<file path="src/rtl/link_sync_pkg.sv">
package link_sync_pkg;

    typedef enum logic [1:0] {
        ST_WAIT_HDR = 2'd0,
        ST_PAYLOAD  = 2'd1,
        ST_WAIT_SEP = 2'd2,
        ST_HUNT     = 2'd3
    } parse_state_t;

    // event pulse indices, one saturating counter each
    localparam int EVT_WORD   = 0;
    localparam int EVT_GOOD   = 1;
    localparam int EVT_MISM   = 2;
    localparam int EVT_FRAME  = 3;
    localparam int EVT_UNEXP  = 4;
    localparam int EVT_RESYNC = 5;
    localparam int EVT_NUM    = 6;

    localparam logic [7:0] HDR_MARK = 8'hE5;
    localparam int         EV_LSB   = 12;

endpackage

</file>
<file path="src/rtl/frame_parser.sv">
module frame_parser
    import link_sync_pkg::*;
#(
    parameter int          BX_W        = 12,
    parameter int          EV_W        = 12,
    parameter int          PAYLOAD_LEN = 4,
    parameter logic [31:0] IDLE_WORD   = 32'hBC50_BC50
) (
    input  logic                clk,
    input  logic                rst_n,
    input  logic                rx_valid,
    input  logic [31:0]         rx_word,
    input  logic                ref_empty,
    input  logic [BX_W-1:0]     ref_bx,
    input  logic [EV_W-1:0]     ref_ev,
    output logic                ref_pop,
    output logic [EVT_NUM-1:0]  evt,
    output logic [BX_W-1:0]     hdr_bx,
    output logic [EV_W-1:0]     hdr_ev
);
    localparam int          RW     = $clog2(PAYLOAD_LEN + 1);
    localparam logic [RW-1:0] LEN_L = RW'(PAYLOAD_LEN);

    parse_state_t st, st_nxt;
    logic [RW-1:0] rem, rem_nxt;
    logic          is_idle;
    logic          is_hdr;
    logic          ids_match;

    assign is_idle   = (rx_word == IDLE_WORD);
    assign is_hdr    = (rx_word[31:24] == HDR_MARK);
    assign hdr_bx    = rx_word[BX_W-1:0];
    assign hdr_ev    = rx_word[EV_LSB +: EV_W];
    assign ids_match = (hdr_bx == ref_bx) && (hdr_ev == ref_ev);

    // state register
    always_ff @(posedge clk) begin
        if (!rst_n) begin
            st  <= ST_WAIT_HDR;
            rem <= '0;
        end else begin
            st  <= st_nxt;
            rem <= rem_nxt;
        end
    end

    // next state and event pulses
    always_comb begin
        st_nxt  = st;
        rem_nxt = rem;
        ref_pop = 1'b0;
        evt     = '0;
        if (rx_valid) begin
            evt[EVT_WORD] = 1'b1;
            unique case (st)
                ST_WAIT_HDR: begin
                    if (is_idle) begin
                        st_nxt = ST_WAIT_HDR;
                    end else if (is_hdr) begin
                        if (ref_empty) begin
                            evt[EVT_UNEXP] = 1'b1;
                            st_nxt         = ST_HUNT;
                        end else begin
                            ref_pop = 1'b1;
                            if (ids_match) begin
                                evt[EVT_GOOD] = 1'b1;
                                rem_nxt       = LEN_L;
                                st_nxt        = ST_PAYLOAD;
                            end else begin
                                evt[EVT_MISM] = 1'b1;
                                st_nxt        = ST_HUNT;
                            end
                        end
                    end else begin
                        evt[EVT_FRAME] = 1'b1;
                        st_nxt         = ST_HUNT;
                    end
                end
                ST_PAYLOAD: begin
                    if (is_idle) begin
                        evt[EVT_FRAME]  = 1'b1;
                        evt[EVT_RESYNC] = 1'b1;
                        st_nxt          = ST_WAIT_HDR;
                    end else begin
                        rem_nxt = rem - 1'b1;
                        if (rem == RW'(1)) st_nxt = ST_WAIT_SEP;
                    end
                end
                ST_WAIT_SEP: begin
                    if (is_idle) begin
                        st_nxt = ST_WAIT_HDR;
                    end else begin
                        evt[EVT_FRAME] = 1'b1;
                        st_nxt         = ST_HUNT;
                    end
                end
                ST_HUNT: begin
                    if (is_idle) begin
                        evt[EVT_RESYNC] = 1'b1;
                        st_nxt          = ST_WAIT_HDR;
                    end
                end
                default: st_nxt = ST_HUNT;
            endcase
        end
    end

    // at most one error class per word
    a_r6_err_onehot: assert property (@(posedge clk) disable iff (!rst_n)
        $onehot0({evt[EVT_MISM], evt[EVT_FRAME], evt[EVT_UNEXP]}));
    // payload countdown stays in range
    a_r3_rem_range: assert property (@(posedge clk) disable iff (!rst_n)
        rem <= LEN_L);
    // nothing leaves HUNT except through an idle word
    a_r9_hunt_exit: assert property (@(posedge clk) disable iff (!rst_n)
        (st == ST_HUNT && !(rx_valid && is_idle)) |=> (st == ST_HUNT));
    // a cycle without a valid word leaves the state alone
    a_r2_hold_invalid: assert property (@(posedge clk) disable iff (!rst_n)
        !rx_valid |=> ($stable(st) && $stable(rem)));

endmodule

</file>
<file path="config.mk">
export PLATFORM = sky130hd
export DESIGN_NAME = frame_parser
export DESIGN_NICKNAME = d
export VERILOG_FILES = /design/src/rtl/link_sync_pkg.sv /design/src/rtl/frame_parser.sv
export SDC_FILE = /design/constraint.sdc
export NUM_CORES = 1
export LEC_CHECK = 0
export ABC_AREA = 0
export BUFFER_PORTS_ARGS = -buffer_cell sky130_fd_sc_hd__buf_2
export CORE_ASPECT_RATIO = 0.7
export CORE_MARGIN = 3
export CORE_UTILIZATION = 38
export CTS_BUF_LIST = sky130_fd_sc_hd__clkbuf_4 sky130_fd_sc_hd__clkbuf_8 sky130_fd_sc_hd__clkbuf_16
export DETAILED_ROUTE_END_ITERATION = 8
export PLACE_DENSITY = 0.92
export SYNTH_ARGS = -nofsm -noshare
export SYNTH_HDL_FRONTEND = slang
export SYNTH_SLANG_ARGS = --single-unit
</file>
<file path="constraint.sdc">
create_clock -name clk -period 2.1 [get_ports clk]
set_clock_uncertainty 0.1 [all_clocks]
set_input_delay 0 -clock clk [delete_from_list [all_inputs] [get_ports clk]]
set_output_delay 0 -clock clk [all_outputs]
set_load 0.01 [all_outputs]
</file>
Yosys cells after proc, flatten, opt, wreduce, memory -nomap -nowiden:

Cells that the tools add are included.

* word-level logic and storage cells: 59
* bits of input ports: 60
* output and inout bits: 31
* register bits after elaboration: 5

* reductions and logical operators: 6
* add/subtract/negate cells: 1
* multiplexer cells: 35
* eq/ne operators: 15

Operators with widths (number)
* 32-bit equality test (second input constant): 1
* 12-bit equality test: 2
* 2-bit 2-to-1 mux: 11
* 3-bit 2-to-1 mux: 5
* 1-bit 2-to-1 mux: 14
* 2-bit inequality test (second input constant): 6
* 8-bit equality test (second input constant): 1
* 2-bit case mux with 4 select lines: 1
* 7-bit AND reduction: 1
* 6-bit 2-to-1 mux: 1
* 3-bit case mux with 2 select lines: 1
* 2-bit equality test (second input constant): 2
* 4-bit 2-to-1 mux: 1
* 3-bit by 1-bit equality test with 1-bit output (second input constant): 1
* 3-bit inequality test (second input constant): 1
* 1-bit case mux with 3 select lines: 1
* 3-bit AND reduction: 1
* 3-bit by 1-bit subtractor with 3-bit output (second input constant): 1
* 2-bit by 1-bit equality test with 1-bit output (second input constant): 1
* 2-bit logical NOT: 1
* 2-bit nonzero test: 1
* 2-bit OR reduction: 1
* 1-bit logical AND: 1

Logic depth before layout (Yosys ltp):

Gate-level depths: netlist of the first run.

* depth after elaboration: 8
* mapped depth: 7
* gate-level depth less buffers: 7

Least setup slack after synthesis of the first run:

OpenSTA, ideal clock, no wires.

* path kind: input port to flip-flop
* start: input rx_word[0]
* end: register rem[2]
* arrival: 1.327 ns
* stages on the path: 6
* required time: 1.921 ns
* path buffers: 1
* library setup time: 0.079 ns
* setup slack: 0.594 ns
* path through: or4_4 > nor4_4 > nand2_2 > buf_6 > a31o_1 > a211oi_2

* cells in the longest elaborated chain, start to end: 4
* elaborated cells between the ends (all ways): 7
* classes of those cells: 5 x eq/ne; 2 x reduce/logical

RTL lines
* from (decl): RTL line frame_parser.sv:12 `input logic [31:0] rx_word,`
* 12-bit equality test: RTL line frame_parser.sv:34 `assign ids_match = (hdr_bx == ref_bx) && (hdr_ev == ref_ev);`
* 1-bit logical AND: RTL line frame_parser.sv:34
* 2-bit inequality test (no source line)
* 7-bit AND reduction (no source line) (*)
* to (signal assigned): RTL line frame_parser.sv:43 `rem <= rem_nxt;`
* to (decl): RTL line frame_parser.sv:25 `logic [RW-1:0] rem, rem_nxt;`

Every way passes the cells marked *; elsewhere a longest branch is shown, timed or not.
A chain may end at the register's enable or synchronous reset.

Final worst setup path of the first run:

* start: input rx_word[0]
* end: output evt[3]

* cells in the longest elaborated chain, start to end: 4
* elaborated cells between the ends (all ways): 6
* classes of those cells: 1 x eq/ne; 5 x mux

RTL lines
* 32-bit equality test (*): RTL line frame_parser.sv:30 `assign is_idle = (rx_word == IDLE_WORD);`
* 1-bit 2-to-1 mux, or another cell as far along: RTL line frame_parser.sv:90 `if (is_idle) begin`
* 1-bit case mux with 3 select lines (*): RTL line frame_parser.sv:55 `unique case (st)`
* 6-bit 2-to-1 mux (*): RTL line frame_parser.sv:53 `if (rx_valid) begin`
* to (decl): RTL line frame_parser.sv:17 `output logic [EVT_NUM-1:0] evt,`

Marks and branches as above.

==> results of run 1 <==
cells in the mapped netlist (3+ instances only):
library cell,instances,area (um^2)
sky130_fd_sc_hd__inv_1,6,22.5
sky130_fd_sc_hd__a21oi_1,3,15.0
sky130_fd_sc_hd__nor2_1,6,22.5
sky130_fd_sc_hd__nor4_1,7,43.8
sky130_fd_sc_hd__buf_4,25,188
sky130_fd_sc_hd__nand3_1,3,15.0
sky130_fd_sc_hd__xor2_1,24,210
sky130_fd_sc_hd__dfxtp_1,5,100
sky130_fd_sc_hd__nand2_1,7,26.3
sequential cells by signal (all words and copies together) (netlist names):
name,count
rem,3
st,2
through the flow:
| stage | area (um^2) | std cells | hold WS, ps |
|---|---|---|---|
| floorplan | 1000 | 128 | -8.23 |
| detailed placement | 1290 | 222 | 122 |
| global placement | 1290 | 222 | 120 |
| global route | 1340 | 226 | 22.9 |
| CTS | 1340 | 226 | 3.71 |
| finish | 1340 | 226 | -3.27 |
worst max path at each step:
stage	end	slack (ps)	start
finish	evt[3]	270	rx_word[0]
global placement	evt[3]	310	rx_word[0]
global route	evt[3]	200	rx_word[0]
CTS	evt[3]	270	rx_word[0]
floorplan	rem[2]	590	rx_word[0]
detailed placement	rem[0]	270	rx_word[0]
worst max-delay path, delay by kind of cell:
family,cells,cell delay (ps)
compound gates,1,180
buf+inv,2,250
simple gates,4,1290
layer usage:
metal	global-route usage	vias up	part of all wire
met4	0.0539	0	0.010
met5	0	-	0
met1	0.239	512	0.41
li1	-	559	-
met2	0.312	51	0.51
met3	0.0230	5	0.069
layout make-up:
| type | count | area share |
|---|---|---|
| clock buffer | 4 | 0.0366 |
| inverter | 6 | 0.0169 |
| multi-input combinational | 89 | 0.504 |
| sequential | 5 | 0.0750 |
| tap | 32 | 0.0300 |
| timing repair buffer | 90 | 0.337 |
logic make-up after synthesis:
logic type                 after synthesis
xor gates and xnor gates                25
adders and majority gates                2
DFF                                      5
and+or+nand+nor                         48
AOI/OAI and AO/OA                       14
buffers and inverters                   34
power by group:
part	total (mW)	switching, mW	internal [mW]
logic	0.219	0.110	0.108
clock network	0.196	0.0523	0.144
registers	0.116	0.0117	0.104
==> impl_metrics.prom, run 1 <==
# TYPE chip_impl_metric gauge
chip_impl_info{name="status",value="finished with violations"} 1
chip_impl_info{name="violations_in_the_final_reports",value="hold timing"} 1
chip_impl_metric{name="synth_simple_gate_area_frac",unit=""} 0.326
chip_impl_metric{name="synth-seq-cells",unit=""} 5
chip_impl_metric{name="cts_made_buffers",unit=""} 3
chip_impl_metric{name="ys_warn_count",unit=""} 0
chip_impl_metric{name="worstPathMaxFanout",unit=""} 12
chip_impl_metric{name="clk_pin_slew",unit="ps"} 40
chip_impl_metric{name="synth_edf_count",unit=""} 0
chip_impl_metric{name="die-height",unit="um"} 49.0
chip_impl_info{name="worstSetupEndpointType",value="output port"} 1
chip_impl_metric{name="maxCapViolCount",unit=""} 0
chip_impl_metric{name="fraction_of_synthesized_area_in_multiplexers",unit=""} 0
chip_impl_info{name="rsz_0062_raised_after_global_routing",value="no"} 1
chip_impl_metric{name="tightestPinTransition",unit="ps"} 431
chip_impl_metric{name="power.leakage",unit="nW"} 0.691
chip_impl_metric{name="num-fill-cells",unit=""} 225
chip_impl_metric{name="clkSinkCount",unit=""} 5
chip_impl_metric{name="setup_failing_eps_final",unit=""} 0
chip_impl_metric{name="cts_buffer_depth",unit=""} 2
chip_impl_info{name="dominant_combinational_cell_family_by_area_after_synthesis",value="simple AND/OR/NAND/NOR gates"} 1
chip_impl_metric{name="yosys.area_share.xor_xnor",unit=""} 0.218
chip_impl_metric{name="clk_latency",unit="ps"} 230
chip_impl_metric{name="post-cts-setup-buffer-count",unit=""} 0
chip_impl_metric{name="timing.final.max_slew_violations",unit=""} 0
chip_impl_info{name="clk_root_buffer_cell",value="sky130_fd_sc_hd__clkbuf_8"} 1
chip_impl_metric{name="routed_via_density",unit=""} 4.99
chip_impl_metric{name="drtPass1Iterations",unit=""} 4
chip_impl_metric{name="cts.repair.resized",unit=""} 0
chip_impl_info{name="most_common_cell_after_layout_fill_and_taps_aside",value="sky130_fd_sc_hd__buf_2"} 1
chip_impl_metric{name="synth_fa_ha_area_frac",unit=""} 0.0250
chip_impl_metric{name="worstRegToRegCells",unit=""} 5
chip_impl_metric{name="layout_setup_ws",unit="ps"} 269
chip_impl_metric{name="final_min_period_over_clock_period",unit=""} 0.872
chip_impl_metric{name="detailedPlacementHpwl",unit="um"} 2730
chip_impl_metric{name="fin_crit",unit="ps"} 1830
chip_impl_metric{name="crit_path_max_incr_delay",unit="ps"} 550
chip_impl_metric{name="max-vdd-ir-drop",unit="uV"} 187
chip_impl_info{name="cts_tree",value="yes"} 1
chip_impl_metric{name="maximum_number_of_pins_on_one_net_before_global_route_repair",unit=""} 14
chip_impl_info{name="crit_type",value="in -> out"} 1
chip_impl_metric{name="buffer_ports.inserted",unit=""} 90
chip_impl_metric{name="grt_pass1_wl",unit="um"} 4730
chip_impl_info{name="timing.hold.worst.start",value="rst_n"} 1
chip_impl_metric{name="timing.critical_path.required",unit="ps"} 2000
chip_impl_metric{name="powerDensity",unit="mW/mm^2"} 397
chip_impl_info{name="worst_hold_path_type",value="in -> reg"} 1
chip_impl_metric{name="multi_input_comb_area",unit="um^2"} 673
chip_impl_info{name="commonest_cells_after_routing_fill_and_taps_aside",value="sky130_fd_sc_hd__buf_2, sky130_fd_sc_hd__xor2_1, sky130_fd_sc_hd__nand2_1, sky130_fd_sc_hd__nor4_1"} 1
chip_impl_metric{name="post_synth.cell_area_avg",unit="um^2"} 7.83
chip_impl_metric{name="detailedPlace.worstSlack",unit="ps"} 274
chip_impl_metric{name="fin_util",unit=""} 0.577
chip_impl_metric{name="final.setup.tns",unit="ps"} 0
chip_impl_metric{name="seq_area_frac_synth",unit=""} 0.0999
chip_impl_metric{name="detailedRoute.firstIterationViolations",unit=""} 37
chip_impl_info{name="worstSetupStartpointType",value="primary input"} 1
chip_impl_metric{name="diodes",unit=""} 0
chip_impl_metric{name="synth-compound-area-share",unit=""} 0.102
chip_impl_metric{name="count_of_hold_buffers_inserted_by_post_cts_repair",unit=""} 0
chip_impl_metric{name="hold_slack",unit="ps"} -3.27
chip_impl_metric{name="layout.nets",unit=""} 257
chip_impl_metric{name="setup.reg_to_reg.worst_slack",unit="ps"} 540
chip_impl_info{name="library_cell_appearing_most_often_on_the_critical_path",value="sky130_fd_sc_hd__buf_2"} 1
chip_impl_metric{name="die_area",unit="mm^2"} 0.00330
chip_impl_metric{name="start_util",unit=""} 0.433
chip_impl_metric{name="post_route_cells_drive_above_1_share",unit=""} 0.521
chip_impl_metric{name="min_path_cells",unit=""} 3
chip_impl_metric{name="grt_antenna_before_repair",unit=""} 0
chip_impl_metric{name="worst-endpoint-arrival",unit="ps"} 1730
chip_impl_info{name="regToRegEndpoint",value="st[1]"} 1
chip_impl_metric{name="post-layout-total-power",unit="mW"} 0.531
chip_impl_metric{name="globalRouteTotalUtil",unit=""} 0.184
chip_impl_metric{name="fmax",unit="MHz"} 546
chip_impl_metric{name="total_via_count_in_the_routed_design",unit=""} 1127
chip_impl_metric{name="detail_route.wirelength",unit="um"} 3160
chip_impl_metric{name="floorplan.io_pins",unit=""} 91
chip_impl_metric{name="drt.antenna.violating_nets",unit=""} 0
chip_impl_info{name="cpMaxStageDelayCell",value="sky130_fd_sc_hd__or4_4"} 1
chip_impl_metric{name="post_drt_wl_per_cell",unit="um"} 14.0
chip_impl_metric{name="globalRoute.totalOverflow",unit=""} 0
chip_impl_metric{name="place_congestion",unit=""} 0.890
chip_impl_metric{name="synth_async_sr_flop_share",unit=""} 0
chip_impl_metric{name="max-slew-margin-rel",unit=""} 0.710
chip_impl_metric{name="clock_tree.htree_level_count",unit=""} 1
chip_impl_metric{name="detail_route.drc_violations",unit=""} 0
chip_impl_info{name="worst_hold_path.endpoint",value="rem[1]"} 1
chip_impl_metric{name="synth_cells",unit=""} 128
chip_impl_info{name="rr_startpoint",value="rem[0]"} 1
chip_impl_metric{name="core_region_area",unit="mm^2"} 0.00231
chip_impl_metric{name="grt_pass1_vias",unit=""} 1046
chip_impl_metric{name="distinct_cell_type_count_of_the_synthesized_netlist",unit=""} 42
chip_impl_info{name="crit_path_cell_chain",value="buf_2 -> or4_4 -> nor4_4 -> nand2_2 -> and3b_2 -> o21a_1 -> buf_2"} 1
chip_impl_metric{name="register_area",unit="um^2"} 100
chip_impl_metric{name="synthesis.area",unit="mm^2"} 0.00100
chip_impl_metric{name="final_hold_vio_count",unit=""} 1
chip_impl_metric{name="die_w",unit="um"} 67.4
chip_impl_metric{name="synthesis.nets",unit=""} 190
chip_impl_metric{name="core.rowCount",unit=""} 14
chip_impl_metric{name="syn_to_final_growth",unit="%"} 33.2
chip_impl_info{name="ys_dominant_reg_cell",value="sky130_fd_sc_hd__dfxtp_1"} 1
(Power assumes the default switching activity.)
==> inputs of run 2 (changes only) <==
ABC_AREA = 1   (was 0)
PLACE_DENSITY = 0.88   (was 0.92)
clock period = 1.59 ns   (was 2.1 ns; I/O delays follow)
==> run 2 against run 1 <==
The run now ends clean. Final cell count is 62% higher. Combinational power grew 49%. Clock power rose by 29%. Critical path depth is 2 lower. Die area grew 25%. Worst hold slack improved by 50 ps. Critical endpoint unchanged. Largest cell class unchanged.
==> impl_metrics.prom, run 2 <==
# TYPE chip_impl_metric gauge
chip_impl_info{name="status",value="completed"} 1
chip_impl_info{name="rsz_0062_raised_after_global_routing",value="no"} 1
chip_impl_info{name="cpMaxStageDelayCell",value="sky130_fd_sc_hd__dfxtp_1"} 1
chip_impl_metric{name="worst-endpoint-arrival",unit="ps"} 1290
chip_impl_metric{name="cts_made_buffers",unit=""} 3
chip_impl_info{name="synthMostInstantiatedCell",value="sky130_fd_sc_hd__nand2_1"} 1
chip_impl_info{name="library_cell_appearing_most_often_on_the_critical_path",value="sky130_fd_sc_hd__nor2_1"} 1
chip_impl_metric{name="total_via_count_in_the_routed_design",unit=""} 1578
chip_impl_metric{name="synth_top_cell_area_share",unit=""} 0.289
chip_impl_metric{name="syn_to_final_growth",unit="%"} 28.7
chip_impl_metric{name="synth-compound-area-share",unit=""} 0.0437
chip_impl_info{name="crit_type",value="reg -> out"} 1
chip_impl_info{name="yosysTopAreaCell",value="sky130_fd_sc_hd__nand2_1"} 1
chip_impl_metric{name="detailedPlacementHpwl",unit="um"} 2860
chip_impl_metric{name="floorplan.io_pins",unit=""} 91
chip_impl_metric{name="timing.critical_path.required",unit="ps"} 1490
chip_impl_metric{name="logic_depth_of_the_worst_path_buffers_included",unit=""} 5
chip_impl_metric{name="clk_pin_slew",unit="ps"} 30
chip_impl_metric{name="fin_crit",unit="ps"} 1390
chip_impl_metric{name="final_min_period_over_clock_period",unit=""} 0.874
chip_impl_metric{name="grt_pass1_wl",unit="um"} 4820
chip_impl_metric{name="synth_simple_gate_area_frac",unit=""} 0.533
chip_impl_metric{name="globalRoute.totalOverflow",unit=""} 0
chip_impl_metric{name="start_util",unit=""} 0.404
chip_impl_metric{name="place_congestion",unit=""} 0.766
chip_impl_metric{name="yosys.area_share.xor_xnor",unit=""} 0.0204
chip_impl_metric{name="power.leakage",unit="nW"} 1.09
chip_impl_info{name="setup.worst_path.end",value="evt[3]"} 1
chip_impl_metric{name="max-slew-margin-rel",unit=""} 0.772
chip_impl_metric{name="post_route_cells_drive_above_1_share",unit=""} 0.345
chip_impl_metric{name="die-height",unit="um"} 54.7
chip_impl_metric{name="maxCapViolCount",unit=""} 0
chip_impl_metric{name="fraction_of_synthesized_area_in_multiplexers",unit=""} 0
chip_impl_metric{name="clock_tree.htree_level_count",unit=""} 1
chip_impl_metric{name="synth_async_sr_flop_share",unit=""} 0
chip_impl_metric{name="diodes",unit=""} 0
chip_impl_metric{name="core.rowCount",unit=""} 17
chip_impl_metric{name="powerDensity",unit="mW/mm^2"} 433
chip_impl_metric{name="globalRouteTotalUtil",unit=""} 0.148
chip_impl_metric{name="clk_latency",unit="ps"} 220
chip_impl_metric{name="largest_register_ff_count",unit=""} 3
chip_impl_info{name="crit_path_cell_chain",value="inv_1 -> nor2_1 -> nor2_1 -> a211oi_2 -> buf_2"} 1
chip_impl_metric{name="crit_path_max_incr_delay",unit="ps"} 320
chip_impl_metric{name="final.setup.tns",unit="ps"} 0
chip_impl_metric{name="detail_route.wirelength",unit="um"} 3180
chip_impl_info{name="dominant_combinational_cell_family_by_area_after_synthesis",value="simple AND/OR/NAND/NOR gates"} 1
chip_impl_metric{name="layout.nets",unit=""} 391
chip_impl_metric{name="synth-seq-cells",unit=""} 5
chip_impl_metric{name="synth_cells",unit=""} 258
chip_impl_metric{name="worstRegToRegCells",unit=""} 7
chip_impl_metric{name="cts_buffer_depth",unit=""} 2
chip_impl_info{name="biggestRegsByFlops",value="rem x3, st x2"} 1
chip_impl_metric{name="tightestPinTransition",unit="ps"} 339
chip_impl_metric{name="synthesis.area",unit="mm^2"} 0.00129
chip_impl_info{name="critical_path.startpoint",value="st[0]"} 1
chip_impl_metric{name="detail_route.drc_violations",unit=""} 0
chip_impl_metric{name="synth_edf_count",unit=""} 0
chip_impl_info{name="cell_family_contributing_the_most_delay_on_the_critical_path",value="simple AND/OR/NAND/NOR gates"} 1
chip_impl_info{name="clk_root_buffer_cell",value="sky130_fd_sc_hd__clkbuf_8"} 1
chip_impl_metric{name="post_synth.cell_area_avg",unit="um^2"} 4.99
chip_impl_info{name="regToRegEndpoint",value="st[1]"} 1
chip_impl_metric{name="worstPathMaxFanout",unit=""} 8
chip_impl_metric{name="grt_antenna_before_repair",unit=""} 0
chip_impl_metric{name="core_region_area",unit="mm^2"} 0.00319
chip_impl_metric{name="die_area",unit="mm^2"} 0.00413
chip_impl_info{name="cts_tree",value="yes"} 1
chip_impl_metric{name="detailedRoute.firstIterationViolations",unit=""} 36
chip_impl_metric{name="synth_fa_ha_area_frac",unit=""} 0.0194
chip_impl_info{name="commonest_cells_after_routing_fill_and_taps_aside",value="sky130_fd_sc_hd__nand2_1, sky130_fd_sc_hd__buf_2, sky130_fd_sc_hd__inv_1, sky130_fd_sc_hd__nor2_1"} 1
chip_impl_metric{name="setup.reg_to_reg.worst_slack",unit="ps"} 300
chip_impl_metric{name="post_drt_wl_per_cell",unit="um"} 8.70
chip_impl_metric{name="hold_slack",unit="ps"} 46.3
chip_impl_info{name="synth_top_cells_by_area",value="sky130_fd_sc_hd__nand2_1, sky130_fd_sc_hd__inv_1, sky130_fd_sc_hd__buf_4"} 1
chip_impl_info{name="rr_startpoint",value="rem[1]"} 1
chip_impl_info{name="most_common_cell_after_layout_fill_and_taps_aside",value="sky130_fd_sc_hd__nand2_1"} 1
chip_impl_metric{name="grt_pass1_vias",unit=""} 1271
chip_impl_metric{name="final_hold_vio_count",unit=""} 0
chip_impl_metric{name="max-vdd-ir-drop",unit="uV"} 185
chip_impl_metric{name="maximum_number_of_pins_on_one_net_before_global_route_repair",unit=""} 9
chip_impl_metric{name="clkSinkCount",unit=""} 5
chip_impl_info{name="synth_top_cells_by_count",value="sky130_fd_sc_hd__nand2_1, sky130_fd_sc_hd__inv_1, sky130_fd_sc_hd__nor2_1, sky130_fd_sc_hd__buf_4"} 1
chip_impl_metric{name="cp_num_buf_inv",unit=""} 2
chip_impl_metric{name="drtPass1Iterations",unit=""} 4
chip_impl_info{name="max_flop_register",value="rem"} 1
chip_impl_metric{name="routed_via_density",unit=""} 4.31
chip_impl_metric{name="synthesis.nets",unit=""} 320
chip_impl_metric{name="seq_area_frac_synth",unit=""} 0.0777
chip_impl_info{name="ys_dominant_reg_cell",value="sky130_fd_sc_hd__dfxtp_1"} 1
chip_impl_metric{name="drt.antenna.violating_nets",unit=""} 0
chip_impl_metric{name="die_w",unit="um"} 75.6
chip_impl_metric{name="ys_warn_count",unit=""} 0
chip_impl_metric{name="timing.final.max_slew_violations",unit=""} 0
chip_impl_metric{name="fmax",unit="MHz"} 719
chip_impl_metric{name="buffer_ports.inserted",unit=""} 90
chip_impl_metric{name="distinct_cell_type_count_of_the_synthesized_netlist",unit=""} 26
chip_impl_metric{name="post-cts-setup-buffer-count",unit=""} 0
chip_impl_info{name="worstSetupStartpointType",value="flip-flop"} 1
chip_impl_info{name="worstSetupEndpointType",value="output port"} 1
chip_impl_info{name="worst_hold_path_type",value="in -> reg"} 1
chip_impl_metric{name="setup_failing_eps_final",unit=""} 0
[run 2: changes by cell type after synthesis, sizes merged, moves of 5 or more]
cell and delta:
inv +49, nand2 +96, nor2 +31, nor3 +5
nor4 -8, xor2 -22
[run 2: through the flow]
stage | cells | cell area [um^2] | util | power, mW | worst slack (ps)
final | 366 | 1660 | 0.519 | 0.717 | 200
after global routing | 366 | 1660 | 0.519 | 0.781 | 56.2
after CTS | 366 | 1660 | 0.519 | 0.723 | 197
after detailed placement | 361 | 1600 | 0.501 | 0.466 | 239
after global placement | 361 | 1600 | 0.501 | 0.458 | 283
after floorplan | 258 | 1290 | - | 0.354 | 428
[run 2: worst register-to-register path, cell delays in order (launching register included)]
cell and delay (ps):
sky130_fd_sc_hd__dfxtp_1 330, sky130_fd_sc_hd__inv_1 70, sky130_fd_sc_hd__ha_1 180, sky130_fd_sc_hd__a31oi_1 210, sky130_fd_sc_hd__nand2_1 80, sky130_fd_sc_hd__nand2_1 70, sky130_fd_sc_hd__nand2_1 50, sky130_fd_sc_hd__a21oi_1 130
[run 2: timing repair]
item	4_1_cts	5_1_grt
hold buffers	1	0
gates resized for setup	0	0
hold endpoints to repair	4	0
[run 2: area by class of cell]
| class | count | area, um^2 |
|---|---|---|
| multi-input cells | 173 | 793 |
| clock buffers | 4 | 48.8 |
| fillers | 328 | 1530 |
| flip-flops and latches | 5 | 100 |
| inverters | 55 | 206 |
| well taps | 38 | 47.5 |
| repair buffers | 91 | 460 |
[run 2: cells by family after synthesis]
family / count (synthesis)
DFF: 5
AOI/OAI and AO/OA: 9
and+or+nand+nor: 159
buffers and inverters: 80
xor gates and xnor gates: 3
adders and majority gates: 2
[run 2: how the worst min path moves through the flow]
stage                            from   endpoint  slack (ps)  cells past startpoint
after floorplan              rx_valid     evt[0]          -8                      1
after global placement     rx_word[9]  hdr_bx[9]         110                      2
after detailed placement  rx_word[17]  hdr_ev[5]         120                      2
after CTS                    rx_valid      st[0]          50                      3
after global routing         rx_valid      st[0]          70                      3
final                        rx_valid      st[0]          50                      3
[run 2: per-layer routing]
layer	wire (um)	up-vias	global-route usage
li1	-	866	-
met1	1430	639	0.186
met2	1420	71	0.272
met3	310	2	0.0275
met4	19	0	0.0174
met5	0	-	0
[run 2: power breakdown]
part	total [mW]	switching [mW]	leakage [nW]	internal, mW
Sequential	0.138	0.00549	0.0410	0.133
Combinational	0.326	0.183	1.02	0.143
Clock	0.253	0.0634	0.0262	0.189
Total	0.717	0.252	1.09	0.465
==> inputs of run 3 (changes only) <==
CORE_UTILIZATION = 42   (was 38)
PLACE_DENSITY = 0.92   (was 0.88)
clock period = 1.5 ns   (was 1.59 ns; I/O delays follow)
==> run 3 against run 2 <==
Setup slack worse by 110 ps. Sequential share of layout area about the same. Critical path depth decreased by 1. First-iteration DRC count grew 120%. Global-route usage is 2.5 points higher. Critical path type unchanged.
==> impl_metrics.prom, run 3 (same netlist as run 2, synthesis figures left out) <==
# TYPE chip_impl_metric gauge
chip_impl_metric{name="syn_to_final_growth",unit="%"} 28.5
chip_impl_metric{name="max-vdd-ir-drop",unit="uV"} 201
chip_impl_metric{name="num-fill-cells",unit=""} 298
chip_impl_metric{name="maximum_number_of_pins_on_one_net_before_global_route_repair",unit=""} 9
chip_impl_metric{name="layout.nets",unit=""} 391
chip_impl_metric{name="timing.critical_path.required",unit="ps"} 1400
chip_impl_metric{name="clkSinkCount",unit=""} 5
chip_impl_info{name="most_common_cell_after_layout_fill_and_taps_aside",value="sky130_fd_sc_hd__nand2_1"} 1
chip_impl_metric{name="detailedRoute.firstIterationViolations",unit=""} 78
chip_impl_metric{name="cts_buffer_depth",unit=""} 2
chip_impl_metric{name="cts_made_buffers",unit=""} 3
chip_impl_info{name="commonest_cells_after_routing_fill_and_taps_aside",value="sky130_fd_sc_hd__nand2_1, sky130_fd_sc_hd__buf_2, sky130_fd_sc_hd__inv_1, sky130_fd_sc_hd__nor2_1"} 1
chip_impl_metric{name="place_congestion",unit=""} 0.856
chip_impl_info{name="worst_hold_path_type",value="in -> reg"} 1
chip_impl_metric{name="core.rowCount",unit=""} 16
chip_impl_metric{name="die_area",unit="mm^2"} 0.00378
chip_impl_metric{name="core_region_area",unit="mm^2"} 0.00286
chip_impl_metric{name="maxCapViolCount",unit=""} 0
chip_impl_metric{name="post-layout-total-power",unit="mW"} 0.764
chip_impl_metric{name="final.setup.tns",unit="ps"} 0
chip_impl_metric{name="clk_pin_slew",unit="ps"} 30
chip_impl_metric{name="diodes",unit=""} 0
chip_impl_metric{name="largest_register_ff_count",unit=""} 3
chip_impl_metric{name="fmax",unit="MHz"} 708
chip_impl_metric{name="globalRoute.totalOverflow",unit=""} 0
chip_impl_metric{name="globalRouteTotalUtil",unit=""} 0.173
chip_impl_metric{name="final_min_period_over_clock_period",unit=""} 0.942
chip_impl_metric{name="worst-endpoint-arrival",unit="ps"} 1310
chip_impl_metric{name="grt_pass1_wl",unit="um"} 5280
chip_impl_info{name="crit_type",value="reg -> out"} 1
chip_impl_metric{name="fin_crit",unit="ps"} 1410
chip_impl_metric{name="final_hold_vio_count",unit=""} 0
chip_impl_info{name="worstSetupEndpointType",value="output port"} 1
chip_impl_metric{name="die-height",unit="um"} 52.3
chip_impl_metric{name="drtPass1Iterations",unit=""} 4
chip_impl_metric{name="powerDensity",unit="mW/mm^2"} 462
chip_impl_info{name="rsz_0062_raised_after_global_routing",value="yes"} 1
chip_impl_info{name="cpMaxStageDelayCell",value="sky130_fd_sc_hd__dfxtp_1"} 1
chip_impl_info{name="clk_root_buffer_cell",value="sky130_fd_sc_hd__clkbuf_8"} 1
chip_impl_metric{name="worstPathMaxFanout",unit=""} 8
chip_impl_metric{name="post_drt_wl_per_cell",unit="um"} 8.94
chip_impl_metric{name="die_w",unit="um"} 72.2
chip_impl_info{name="crit_path_cell_chain",value="inv_1 -> o21ai_0 -> a211oi_2 -> buf_2"} 1
chip_impl_metric{name="clk_latency",unit="ps"} 220
chip_impl_metric{name="setup_failing_eps_final",unit=""} 0
chip_impl_metric{name="start_util",unit=""} 0.450
chip_impl_metric{name="timing.final.max_slew_violations",unit=""} 0
chip_impl_metric{name="grt_pass1_vias",unit=""} 1402
chip_impl_metric{name="detail_route.wirelength",unit="um"} 3250
chip_impl_metric{name="layout_setup_ws",unit="ps"} 87.1
chip_impl_info{name="cts_tree",value="yes"} 1
chip_impl_metric{name="detailedPlace.worstSlack",unit="ps"} 159
chip_impl_metric{name="crit_path_max_incr_delay",unit="ps"} 300
chip_impl_metric{name="detail_route.drc_violations",unit=""} 0
chip_impl_metric{name="drt.antenna.violating_nets",unit=""} 0
chip_impl_info{name="max_flop_register",value="rem"} 1
chip_impl_info{name="status",value="completed"} 1
chip_impl_metric{name="clock_tree.htree_level_count",unit=""} 1
chip_impl_info{name="biggestRegsByFlops",value="rem x3, st x2"} 1
chip_impl_metric{name="power.leakage",unit="nW"} 1.09
chip_impl_metric{name="routed_via_density",unit=""} 4.48
chip_impl_metric{name="detailedPlacementHpwl",unit="um"} 2890
chip_impl_metric{name="total_via_count_in_the_routed_design",unit=""} 1630
chip_impl_metric{name="floorplan.io_pins",unit=""} 91
chip_impl_metric{name="tightestPinTransition",unit="ps"} 313
chip_impl_metric{name="post_route_cells_drive_above_1_share",unit=""} 0.345
chip_impl_info{name="worstSetupStartpointType",value="flip-flop"} 1
chip_impl_metric{name="max-slew-margin-rel",unit=""} 0.789
chip_impl_metric{name="grt_antenna_before_repair",unit=""} 0
chip_impl_metric{name="post-cts-setup-buffer-count",unit=""} 0
chip_impl_metric{name="buffer_ports.inserted",unit=""} 90
==> run 3: cell counts in the layout (fill, tap and decap cells not counted) <==
No cell type changed its count.
==> run 3: per-layer routing <==
metal / vias up / global-route usage / wire [um]
met2: 70 / 0.316 / 1550
li1: 868 / - / -
met1: 682 / 0.200 / 1340
met5: - / 0 / 0
met3: 10 / 0.0230 / 289
met4: 0 / 0.0813 / 72
==> run 3: metrics by stage <==
| step | util | instance area (um^2) | cells | hold WS [ps] |
|---|---|---|---|---|
| final | 0.578 | 1650 | 364 | 35.2 |
| after global placement | 0.557 | 1600 | 359 | 114 |
| after detailed placement | 0.557 | 1600 | 359 | 114 |
| after floorplan | - | 1290 | 258 | -8.23 |
| after CTS | 0.578 | 1650 | 364 | 32.2 |
| after global routing | 0.578 | 1650 | 364 | 78.4 |
==> run 3: path summary, 6_finish.rpt <==
path | from | endpoint | slack [ps] | depth (start not counted)
worst max-delay path | st[0] | evt[3] | 90 | 4
worst min-delay path | rx_valid | st[0] | 40 | 3
worst max register to register | rem[1] | st[1] | 210 | 7
worst min register to register | rem[1] | rem[1] | 410 | 2
==> run 3: critical path: cells and delay by family (launching register included) <==
kind | cells | cell delay, ps
DFF | 1 | 300
buffers and inverters | 2 | 350
AOI/OAI and AO/OA | 2 | 440
==> run 3: what timing repair did <==
action / 4_1_cts / 5_1_grt
hold buffers: 1 / 0
hold endpoints to repair: 4 / 0
endpoints found under the setup margin: 0 / 1
resized for setup: 0 / 0
==> run 3: final cells by class <==
type                            count  area [um^2]  share of cell area
Multi-Input combinational cell    173          793               0.480
Inverter                           55          206               0.125
Clock buffer                        4         48.8              0.0295
Tap cell                           36         45.0              0.0272
Sequential cell                     5          100              0.0605
Timing Repair Buffer               91          460               0.278
==> run 3: where the power goes <==
part / switching (mW) / total [mW] / internal [mW] / leakage (nW)
Sequential: 0.00584 / 0.147 / 0.141 / 0.0410
Clock: 0.0696 / 0.270 / 0.201 / 0.0262
Combinational: 0.195 / 0.347 / 0.152 / 1.02
